File: config.mk
export PLATFORM = sky130hd
export DESIGN_NAME = sdcmd_issue_reg
export DESIGN_NICKNAME = d
export VERILOG_FILES = /design/src/rtl/sdcmd_pkg.sv /design/src/rtl/sdcmd_busy_sync.sv /design/src/rtl/sdcmd_launch_ctl.sv /design/src/rtl/sdcmd_issue_reg.sv
export SDC_FILE = /design/constraint.sdc
export NUM_CORES = 1
export LEC_CHECK = 0
export BUFFER_PORTS_ARGS = -buffer_cell sky130_fd_sc_hd__clkbuf_2
export CELL_PAD_IN_SITES_DETAIL_PLACEMENT = 1
export CELL_PAD_IN_SITES_GLOBAL_PLACEMENT = 1
export CORE_AREA = 2 2 93 95
export DETAILED_ROUTE_END_ITERATION = 8
export DIE_AREA = 0 0 95 97
export HOLD_SLACK_MARGIN = 0.05
export PLACE_DENSITY_LB_ADDON = 0.1
export SYNTH_ARGS = -nofsm -noshare
export SYNTH_HDL_FRONTEND = slang
export SYNTH_HIERARCHICAL = 1
export SYNTH_SLANG_ARGS = --single-unit
File: constraint.sdc
create_clock -name clk -period 3 [get_ports clk]
set_clock_uncertainty 0.05 [all_clocks]
set_input_delay 0.45 -clock clk [delete_from_list [all_inputs] [get_ports clk]]
set_output_delay 0.45 -clock clk [all_outputs]
set_load 0.1 [all_outputs]
File: src/rtl/sdcmd_pkg.sv
package sdcmd_pkg;

    localparam int CMD_W = 32;
    localparam int ARG_W = 32;
    localparam int IDX_W = 6;

    // Layout of the command word; bit positions are software visible.
    typedef struct packed {
        logic             start;      // 31
        logic [8:0]       rsvd_hi;    // 30:22
        logic             clk_upd;    // 21
        logic [4:0]       rsvd_mid;   // 20:16
        logic             send_init;  // 15
        logic             rsvd_lo;    // 14
        logic             wait_prev;  // 13
        logic             auto_stop;  // 12
        logic             stream;     // 11
        logic             data_wr;    // 10
        logic             data_en;    // 9
        logic             resp_crc;   // 8
        logic             resp_long;  // 7
        logic             resp_en;    // 6
        logic [IDX_W-1:0] idx;        // 5:0
    } cmd_word_t;

    typedef enum logic [1:0] {
        PH_IDLE,
        PH_HELD,
        PH_OFFER,
        PH_CLKUPD
    } issue_phase_t;

    // Force reserved fields to zero so they never read back as set.
    function automatic cmd_word_t scrub(input cmd_word_t w);
        cmd_word_t r;
        r          = w;
        r.rsvd_hi  = '0;
        r.rsvd_mid = '0;
        r.rsvd_lo  = 1'b0;
        return r;
    endfunction

endpackage

File: src/rtl/sdcmd_busy_sync.sv
module sdcmd_busy_sync #(
    parameter int STAGES = 2
) (
    input  logic clk,
    input  logic rst,
    input  logic busy_in,
    output logic busy_out
);

    generate
        if (STAGES == 0) begin : g_direct
            assign busy_out = busy_in;
        end else begin : g_sync
            logic [STAGES-1:0] sr;
            always_ff @(posedge clk) begin
                if (rst) begin
                    sr <= '0;
                end else begin
                    sr[0] <= busy_in;
                    for (int i = 1; i < STAGES; i++) begin
                        sr[i] <= sr[i-1];
                    end
                end
            end
            assign busy_out = sr[STAGES-1];
        end
    endgenerate

endmodule

File: src/rtl/sdcmd_launch_ctl.sv
module sdcmd_launch_ctl
    import sdcmd_pkg::*;
#(
    parameter int UPD_CYCLES = 3
) (
    input  logic clk,
    input  logic rst,
    input  logic pending,
    input  logic take,
    input  logic is_upd,
    input  logic wait_prev,
    input  logic busy_s,
    input  logic launch_ready,
    output logic launch_valid,
    output logic clk_apply,
    output logic clear_load
);

    localparam int CNT_W = (UPD_CYCLES < 2) ? 1 : $clog2(UPD_CYCLES + 1);
    localparam logic [CNT_W-1:0] LAST = CNT_W'(UPD_CYCLES - 1);

    issue_phase_t     phase;
    logic [CNT_W-1:0] cnt;
    logic             at_last;

    always_comb begin
        if (!pending) begin
            phase = PH_IDLE;
        end else if (wait_prev && busy_s) begin
            phase = PH_HELD;
        end else if (is_upd) begin
            phase = PH_CLKUPD;
        end else begin
            phase = PH_OFFER;
        end
    end

    assign at_last      = (cnt == LAST);
    assign launch_valid = (phase == PH_OFFER);
    assign clk_apply    = (phase == PH_CLKUPD) && at_last;
    assign clear_load   = (launch_valid && launch_ready) || clk_apply;

    // Counts only unblocked clock-update cycles; restarts on each accepted write.
    always_ff @(posedge clk) begin
        if (rst || take) begin
            cnt <= '0;
        end else if ((phase == PH_CLKUPD) && !at_last) begin
            cnt <= cnt + 1'b1;
        end
    end

    AST_CNT_BOUND: assert property (@(posedge clk) disable iff (rst)
        cnt <= LAST);
    AST_APPLY_NOT_LAUNCH: assert property (@(posedge clk) disable iff (rst)
        clk_apply |=> !clk_apply);

endmodule

File: src/rtl/sdcmd_issue_reg.sv
module sdcmd_issue_reg
    import sdcmd_pkg::*;
#(
    parameter int BUSY_SYNC  = 2,
    parameter int UPD_CYCLES = 3
) (
    input  logic             clk,
    input  logic             rst,
    input  logic             arg_wr_en,
    input  logic             cmd_wr_en,
    input  logic [CMD_W-1:0] wr_data,
    output logic [ARG_W-1:0] arg_rdata,
    output logic [CMD_W-1:0] cmd_rdata,
    input  logic             card_busy,
    output logic             launch_valid,
    input  logic             launch_ready,
    output logic [IDX_W-1:0] cmd_index,
    output logic [ARG_W-1:0] cmd_arg,
    output logic             resp_expect,
    output logic             resp_long,
    output logic             resp_crc_chk,
    output logic             data_phase,
    output logic             data_write,
    output logic             stream_mode,
    output logic             auto_stop,
    output logic             send_init,
    output logic             clk_apply
);

    cmd_word_t        word_q;
    logic [ARG_W-1:0] arg_q;
    logic             cmd_take;
    logic             arg_take;
    logic             busy_s;
    logic             clear_load;

    assign cmd_take = cmd_wr_en && !word_q.start;
    assign arg_take = arg_wr_en && !word_q.start;

    always_ff @(posedge clk) begin
        if (rst) begin
            word_q <= '0;
        end else if (cmd_take) begin
            word_q <= scrub(cmd_word_t'(wr_data));
        end else if (clear_load) begin
            word_q.start <= 1'b0;
        end
    end

    always_ff @(posedge clk) begin
        if (rst) begin
            arg_q <= '0;
        end else if (arg_take) begin
            arg_q <= wr_data[ARG_W-1:0];
        end
    end

    sdcmd_busy_sync #(.STAGES(BUSY_SYNC)) u_sync (
        .clk      (clk),
        .rst      (rst),
        .busy_in  (card_busy),
        .busy_out (busy_s)
    );

    sdcmd_launch_ctl #(.UPD_CYCLES(UPD_CYCLES)) u_ctl (
        .clk          (clk),
        .rst          (rst),
        .pending      (word_q.start),
        .take         (cmd_take),
        .is_upd       (word_q.clk_upd),
        .wait_prev    (word_q.wait_prev),
        .busy_s       (busy_s),
        .launch_ready (launch_ready),
        .launch_valid (launch_valid),
        .clk_apply    (clk_apply),
        .clear_load   (clear_load)
    );

    assign cmd_rdata    = word_q;
    assign arg_rdata    = arg_q;
    assign cmd_arg      = arg_q;
    assign cmd_index    = word_q.idx;
    assign resp_expect  = word_q.resp_en;
    assign resp_long    = word_q.resp_long;
    assign resp_crc_chk = word_q.resp_crc;
    assign data_phase   = word_q.data_en;
    assign data_write   = word_q.data_wr;
    assign stream_mode  = word_q.stream;
    assign auto_stop    = word_q.auto_stop;
    assign send_init    = word_q.send_init;

    AST_LOAD_HOLDS: assert property (@(posedge clk) disable iff (rst)
        (word_q.start && !launch_ready && !clk_apply) |=> word_q.start);
    AST_CLEAR_CAUSE: assert property (@(posedge clk) disable iff (rst)
        $fell(word_q.start) |-> $past((launch_valid && launch_ready) || clk_apply));
    AST_WORD_FROZEN: assert property (@(posedge clk) disable iff (rst)
        (word_q.start && $past(word_q.start)) |-> $stable(word_q[CMD_W-2:0]));
    AST_ARG_FROZEN: assert property (@(posedge clk) disable iff (rst)
        (word_q.start && $past(word_q.start)) |-> $stable(arg_q));
    AST_BUSY_HOLD: assert property (@(posedge clk) disable iff (rst)
        (busy_s && word_q.wait_prev) |-> (!launch_valid && !clk_apply));
    AST_UPD_SILENT: assert property (@(posedge clk) disable iff (rst)
        word_q.clk_upd |-> !launch_valid);

endmodule

* Word level (Yosys, flattened, before mapping) *
Cells that the tools add are included.

storage, ports and cells
  register bits after elaboration = 53
  bits in latches = 0
  RAM bits = 0
  ROM bits = 0
  bits of input ports = 38
  memories = 0
  logic and storage cells = 35

cells by class
  $mul = 0
  bitwise operators = 0
  add/subtract/negate cells = 1
  shift operators = 0
  $lt $le $gt $ge = 0
  eq/ne operators = 3
  reductions and logical operators = 11
  muxes and demuxes = 5
  divide/modulo/power cells = 0

operator list
  cell                                         number
  == test 2 bit, second input constant         3
  logical AND 1 bit                            6
  2-to-1 mux 2 bit                             2
  2-to-1 mux 1 bit                             3
  adder 2 x 1 -> 2 bit, second input constant  1
  logical NOT 1 bit                            2
  logical OR 1 bit                             2
  nonzero test 2 bit                           1

* Depth between registers and ports, before layout *
Gate-level depths: netlist (run 1).

  depth after elaboration = 8
  mapped depth = 6
  depth with buffers taken out = 6

* By module *
Netlist (run 1), hierarchy kept.

by module, submodules not included
  module            times used  cells an instance  area an instance (um2)  seq. area each (um2)
  sdcmd_issue_reg   1           263                2,597.5                 980.9
  sdcmd_launch_ctl  1           15                 158.9                   40.0
  sdcmd_busy_sync   1           4                  52.6                    40.0

* Worst setup path before layout (run 1) *
Ideal clock, no wire load.

  path kind = register to output
  start = register word_q (netlist bit cmd_rdata[31])
  end = output clk_apply
  data required time = 2.500 ns
  stages on the path, launching flop included = 3
  arrival = 1.852 ns
  path buffers = 0
  setup slack = 0.648 ns
  path through = dfxtp_1 -> a21boi_4 -> and3_2

between the ends
  word-level cells in the longest chain between the ends = 3

ends and longest elaborated chain
  item                      RTL line                source
  start: declaration        sdcmd_issue_reg.sv:30   cmd_word_t word_q;
  start signal: assignment  sdcmd_issue_reg.sv:44   word_q <= scrub(cmd_word_t'(wr_data));
  2-to-1 mux 2 bit          sdcmd_launch_ctl.sv:27  if (!pending) begin
  == test 2 bit             sdcmd_launch_ctl.sv:40  assign clk_apply = (phase == PH_CLKUPD) && at_last;
  logical AND 1 bit         sdcmd_launch_ctl.sv:40
  end: declaration          sdcmd_issue_reg.sv:27   output logic clk_apply

Every way passes these cells.

* Worst setup path after layout (run 1) *
  start = register word_q (netlist bit cmd_rdata[13])
  end = output clk_apply

between the ends
  word-level cells in the longest chain between the ends = 5

ends and longest elaborated chain
  item               RTL line                source
  logical AND 1 bit  sdcmd_launch_ctl.sv:29  end else if (wait_prev && busy_s) begin
  2-to-1 mux 2 bit   sdcmd_launch_ctl.sv:29
  2-to-1 mux 2 bit   sdcmd_launch_ctl.sv:27
  == test 2 bit      sdcmd_launch_ctl.sv:40
  logical AND 1 bit  sdcmd_launch_ctl.sv:40

Every way passes these cells.

==> impl_metrics.toml, run 1 <==
[clocking]
ctsResizeCount = 0
root_buffer = "sky130_fd_sc_hd__clkbuf_8"
cts_htree_levels = 2
cts_hold_buf = 0
worst_skew_pair_later_pin_latency_ns = 0.30
cts-root-to-sink-buffers = 2
tritoncts.num_buffers = 5
clock-sinks = 53
post-cts-setup-buffers = 0
cts_tree = "built"
clk_pin_slew_worst_paths_ns = 0.10

[synthesis]
yosysWarnings = 6
postSynthAreaPerCell_um2 = 9.96
asr_flop_ratio_synth_pct = 0
ys.flop_type = "sky130_fd_sc_hd__dfxtp_1"
syn_area_um2 = 2810
syn-instance-count = 282
synth_cell_type_count = 30
synth_enable_flop_cells = 0
synth.yosys.seq_area_share_pct = 37.8
yosys_register_bits = 53

[detailed_routing]
routed_via_density = 4.37
post_drt_wl_per_cell_um = 13.1
drt_pass1_iterations = 4
drtIter0Drc = 45
ant_nets = 0
wl_mm = 6.16
drc_errors = 0
routed_via_count = 2048

[floorplanning]
placementRows = 33
num_io_pins = 150
dieHeight_um = 97
starting_utilization_of_the_core_area_pct = 34.5
placeableCoreArea_um2 = 8130
die_width_um = 95
total_die_area_um2 = 9220

[sta]
clock.fmax_mhz = 488
tightest_slew_ns = 0.611
worst_slew_margin_rel_pct = 59.2
hold-worst-slack_ns = 0.322
post-route-period-util_pct = 68.3
report.final.slew_viol_count = 0
final_critical_path_setup_slack_ns = 0.950
post-route-min-period_ns = 2.05
hold_viol_final = 0
finalSetupViolations = 0
timing.setup.tns_ns = 0
unrepaired_setup_endpoints_after_global_routing = "no"

[place]
place_worst_setup_slack_ns = 1.17
buffer_ports.inserted = 134
gp_congestion = 0.678
detailedPlacementHpwl_mm = 4.60

[pwr]
cellLeakagePower_uw = 0.00158
share_seq_of_total_power_pct = 34.7
cellInternalPower_uw = 1160
proportion_of_power_drawn_by_the_clock_network_pct = 22.0
power.density_nw_per_um2 = 703
vdd_ir_drop_max_mv = 0.253
power.net_switching_uw = 1110
switching_share_pct = 48.8
pwr-share-comb_pct = 43.3

[finish]
antenna_cells = 0
layout.cells.most_common_list = "sky130_fd_sc_hd__clkbuf_2, sky130_fd_sc_hd__nand2b_1, sky130_fd_sc_hd__dfxtp_1, sky130_fd_sc_hd__mux2i_1"
syn2layout_area_growth_pct = 15.0
finalNetCount = 402
layout-drive-gt1-share_pct = 42.3
postLayoutCoreUtil_pct = 39.7
filler_cell_count = 977
layout.cells.most_common = "sky130_fd_sc_hd__clkbuf_2"
multi_input_area_um2 = 1200
final-seq-area_um2 = 1060

[worst_setup_path]
critical_path.endpoint_type = "primary output"
r2r-start = "cmd_rdata[31]$_SDFFE_PP0P_"
timing.critical_path.arrival_ns = 1.55
path_max_fanout = 6
critical_path.startpoint = "cmd_rdata[13]$_SDFFE_PP0P_"
rr_worst_depth = 4
crit_path_start_kind = "flip-flop"
crit_type = "reg -> out"
worst-endpoint-required_ns = 2.50

[global_routing]
grt_util_all_layers_pct = 13.1
global_route_total_overflow = 0
grt_pass1_wl_mm = 9.58
grt_start_max_net_pins = 39
grt_antenna_before_repair = 0
grt_pass1_vias = 1897

[job]
timing.max_cap.violations = 0

[run_status]
status = "complete, no violations"

[worst_hold_path]
hold_start = "card_busy"
hp_class = "in -> reg"
min_delay_path_depth = 2
final timing paths:
check                                    to  slack [ns]
max reg2reg       arg_rdata[0]$_SDFFE_PP0P_        1.42
max                               clk_apply        0.95
min          u_sync/g_sync.sr[0]$_SDFF_PP0_        0.32
min reg2reg  u_sync/g_sync.sr[1]$_SDFF_PP0_        0.41
cells by family (layout without fill, tap and decap cells):
| logic type | after synthesis | count (layout) | share of synthesized area, % |
|---|---|---|---|
| flip-flops | 53 | 53 | 37.8 |
| multiplexers | 32 | 32 | 11.4 |
| adder cells (fa/ha/maj) | 1 | 1 | 0.445 |
| buffers and inverters | 82 | 150 | 21.3 |
| AO/OA/AOI/OAI | 22 | 22 | 4.94 |
| AND/OR/NAND/NOR | 91 | 91 | 24.0 |
| other | 1 | 15 | 0.134 |
layout make-up:
class / instances / share of cell area [%]
flip-flops and latches: 53 / 32.8
multi-input cells: 161 / 37.2
clock buffers: 7 / 2.67
well taps: 105 / 4.07
repair buffers: 139 / 21.9
clock inverters: 1 / 0.930
inverters: 3 / 0.349
metrics by stage:
step	cells	power (µW)	cell area [µm²]
finish	469	2270	3230
global route	469	2360	3230
CTS	469	2300	3230
detailed placement	461	1790	3110
global placement	461	1790	3110
floorplan	296	1740	2860
metal layers:
layer	wire length, µm	vias up	GRT usage [%]	part of all wire [%]
met5	0	-	0	0
met4	62	0	3.34	1.0
met3	458	6	3.12	7.4
met2	2890	96	21.6	47
met1	2750	928	17.1	45
li1	-	1018	-	-
synthesized netlist by cell type (2+ instances only):
cell | count | area share [%]
sky130_fd_sc_hd__clkbuf_1 | 10 | 1.3
sky130_fd_sc_hd__buf_6 | 6 | 2.4
sky130_fd_sc_hd__dfxtp_1 | 53 | 38
sky130_fd_sc_hd__o21ai_1 | 15 | 2.7
sky130_fd_sc_hd__nand4bb_1 | 15 | 6.0
sky130_fd_sc_hd__nor2b_1 | 2 | 0.45
sky130_fd_sc_hd__inv_1 | 3 | 0.40
sky130_fd_sc_hd__nand2b_1 | 65 | 14
sky130_fd_sc_hd__buf_4 | 61 | 16
sky130_fd_sc_hd__mux2i_1 | 32 | 11
flip-flops by register name (all words and copies together), names as in the netlist, 2 cells and up:
| signal | flops |
|---|---|
| cmd_rdata | 3 |
| u_sync/g_sync.sr | 2 |
| arg_rdata | 32 |
| cmd_index | 6 |
| u_ctl/cnt | 2 |
power by group through the flow:
| stage | sequential, µW | clock (µW) | combinational [µW] |
|---|---|---|---|
| 2_1_floorplan | 1130 | 0 | 610 |
| 3_3_place_gp | 805 | 0 | 986 |
| 3_5_place_dp | 807 | 0 | 988 |
| 4_1_cts | 791 | 524 | 990 |
| 5_1_grt | 798 | 551 | 1010 |
| 6_report | 789 | 500 | 983 |
worst max-delay path, stage by stage, from the launching register on:
cell,delay [ns]
sky130_fd_sc_hd__dfxtp_1,0.36
sky130_fd_sc_hd__a21boi_4,0.22
sky130_fd_sc_hd__and3_2,0.22
sky130_fd_sc_hd__clkbuf_2,0.45
Note: power is estimated with default switching activity, not from simulation.
==> run 2, diff against run 1 <==
--- a/config.mk
+++ b/config.mk
@@ -8,9 +8,9 @@
 export BUFFER_PORTS_ARGS = -buffer_cell sky130_fd_sc_hd__clkbuf_2
 export CELL_PAD_IN_SITES_DETAIL_PLACEMENT = 1
 export CELL_PAD_IN_SITES_GLOBAL_PLACEMENT = 1
-export CORE_AREA = 2 2 93 95
+export CORE_AREA = 2 2 102 104
 export DETAILED_ROUTE_END_ITERATION = 8
-export DIE_AREA = 0 0 95 97
+export DIE_AREA = 0 0 104 106
 export HOLD_SLACK_MARGIN = 0.05
 export PLACE_DENSITY_LB_ADDON = 0.1
 export SYNTH_ARGS = -nofsm -noshare
==> constraint.sdc (replaced) <==
create_clock -name clk -period 1.8 [get_ports clk]
set_clock_uncertainty 0.05 [all_clocks]
set_input_delay 0.27 -clock clk [delete_from_list [all_inputs] [get_ports clk]]
set_output_delay 0.27 -clock clk [all_outputs]
set_load 0.1 [all_outputs]
==> run 2 against run 1 <==
  * Clock-buffer cell count down 2
  * Highest routed layer unchanged
  * Global-route usage down 1.4 points
  * Via count rose by 0.78%
  * Non-clock buffer count rose by 1
  * Worst hold slack worse by 0.17 ns
  * Combinational power up 67%
  * Critical path depth is the same
  * Setup slack worse by 0.86 ns
  * Total power increased by 61%
  * Clock power rose by 38%
  * Core utilization is 6.8 points lower
==> impl_metrics.toml, run 2 (same netlist as run 1, synthesis figures left out) <==
[run_status]
status = "complete, no violations"

[worst_setup_path]
timing.critical_path.arrival_ns = 1.39
timing.rr.end = "arg_rdata[21]$_SDFFE_PP0P_"
r2r-start = "cmd_rdata[31]$_SDFFE_PP0P_"
path_max_fanout = 12
worst-endpoint-required_ns = 1.48
critical_path.endpoint_type = "primary output"
crit_path_start_kind = "flip-flop"
rr_worst_depth = 2
r2r_slack_ns = 0.23
crit_type = "reg -> out"
critical_path.startpoint = "cmd_rdata[31]$_SDFFE_PP0P_"

[sta]
report.final.slew_viol_count = 0
timing.setup.tns_ns = 0
hold_viol_final = 0
post-route-period-util_pct = 95.0
clock.fmax_mhz = 585
unrepaired_setup_endpoints_after_global_routing = "no"
tightest_slew_ns = 0.852
post-route-min-period_ns = 1.71
worst_slew_margin_rel_pct = 43.2
final_critical_path_setup_slack_ns = 0.0895
finalSetupViolations = 0

[finish]
largest_register_ffs = 32
antenna_cells = 0
finalNetCount = 403
postLayoutCoreUtil_pct = 32.9
final-instance-count-excl-fill = 501
layout.cells.most_common = "sky130_fd_sc_hd__clkbuf_2"
layout.cells.most_common_list = "sky130_fd_sc_hd__clkbuf_2, sky130_fd_sc_hd__nand2b_1, sky130_fd_sc_hd__dfxtp_1, sky130_fd_sc_hd__mux2i_1"
syn2layout_area_growth_pct = 17.2
layout-drive-gt1-share_pct = 43.6

[worst_hold_path]
worst_hold_path.endpoint = "u_sync/g_sync.sr[0]$_SDFF_PP0_"
hp_class = "in -> reg"
hold_start = "card_busy"
min_delay_path_depth = 2

[global_routing]
grt_pass1_vias = 1986
global_route_total_overflow = 0
grt_util_all_layers_pct = 11.7
grt_pass1_wl_mm = 10.4
grt_start_max_net_pins = 33
grt_antenna_before_repair = 0

[pwr]
fin_total_pwr_uw = 3660
cellLeakagePower_uw = 0.00157
power.density_nw_per_um2 = 1110
vdd_ir_drop_max_mv = 0.390

[clocking]
clk_pin_slew_worst_paths_ns = 0.10
clock-sinks = 53
root_buffer = "sky130_fd_sc_hd__clkbuf_8"
post-cts-setup-buffers = 0
cts-root-to-sink-buffers = 2
tritoncts.num_buffers = 5
cts_hold_buf = 0
ctsResizeCount = 0
cts_htree_levels = 2
cts_tree = "built"
worst_skew_pair_later_pin_latency_ns = 0.31

[detailed_routing]
routed_via_density = 4.12
wl_mm = 6.55
routed_via_count = 2064
post_drt_wl_per_cell_um = 13.1
ant_nets = 0
drtIter0Drc = 53
drt_pass1_iterations = 4
drc_errors = 0

[place]
placed_cells_incl_taps = 493
buffer_ports.inserted = 134
gp_congestion = 0.681
detailedPlacementHpwl_mm = 4.74
place_worst_setup_slack_ns = 0.193

[floorplanning]
placementRows = 37
dieHeight_um = 106
num_io_pins = 150
starting_utilization_of_the_core_area_pct = 28.1
placeableCoreArea_um2 = 10000
die_width_um = 104
total_die_area_um2 = 11000

[job]
timing.max_cap.violations = 0
run 2: cell types whose count changed in the layout (fill, tap and decap cells not counted), moves of 2 or more:
cell	delta
sky130_fd_sc_hd__dfxtp_1	-3
sky130_fd_sc_hd__dfxtp_2	+2
sky130_fd_sc_hd__clkinvlp_4	+2
sky130_fd_sc_hd__clkbuf_2	-2
sky130_fd_sc_hd__buf_12	+2
run 2: critical path: stages (launching register included):
cell and delay (ns):
sky130_fd_sc_hd__dfxtp_4 0.42, sky130_fd_sc_hd__a21boi_4 0.27, sky130_fd_sc_hd__and3_4 0.23, sky130_fd_sc_hd__buf_12 0.17
run 2: how the worst max path moves through the flow:
| stage | to | slack (ns) |
|---|---|---|
| final | clk_apply | 0.09 |
| after global routing | clk_apply | 0.03 |
| after CTS | clk_apply | 0.06 |
| after detailed placement | arg_rdata[30]$_SDFFE_PP0P_ | 0.19 |
| after global placement | arg_rdata[30]$_SDFFE_PP0P_ | 0.21 |
| after floorplan | cmd_arg[0] | 0.11 |
run 2: power by group:
group | switching [µW] | internal, µW | leakage, µW | total (µW)
sequential | 70.7 | 1250 | 0.000438 | 1320
clock | 417 | 275 | 0.0000407 | 692
combinational | 1400 | 243 | 0.00110 | 1640
total | 1890 | 1770 | 0.00157 | 3660
run 2: final cells by class:
| type | instances | area (µm²) |
|---|---|---|
| Tap cell | 136 | 170 |
| Clock inverter | 3 | 21.3 |
| Inverter | 3 | 11.3 |
| Multi-Input combinational cell | 161 | 1210 |
| Timing Repair Buffer | 140 | 746 |
| Sequential cell | 53 | 1070 |
| Fill cell | 1196 | 6710 |
| Clock buffer | 5 | 68.8 |
run 2: per-stage QoR:
stage               instance area [µm²]  hold WS (ns)
CTS                                3290         0.131
global placement                   3200         0.373
floorplan                          2870         0.285
global route                       3290         0.152
finish                             3290         0.148
detailed placement                 3200         0.386
run 2: layer usage:
layer,part of all wire (%),up-vias,global-route usage (%)
met2,47,85,19.4
li1,-,1015,-
met3,6.7,5,2.88
met1,46,959,15.1
met5,0,-,0
met4,0.85,0,3.47
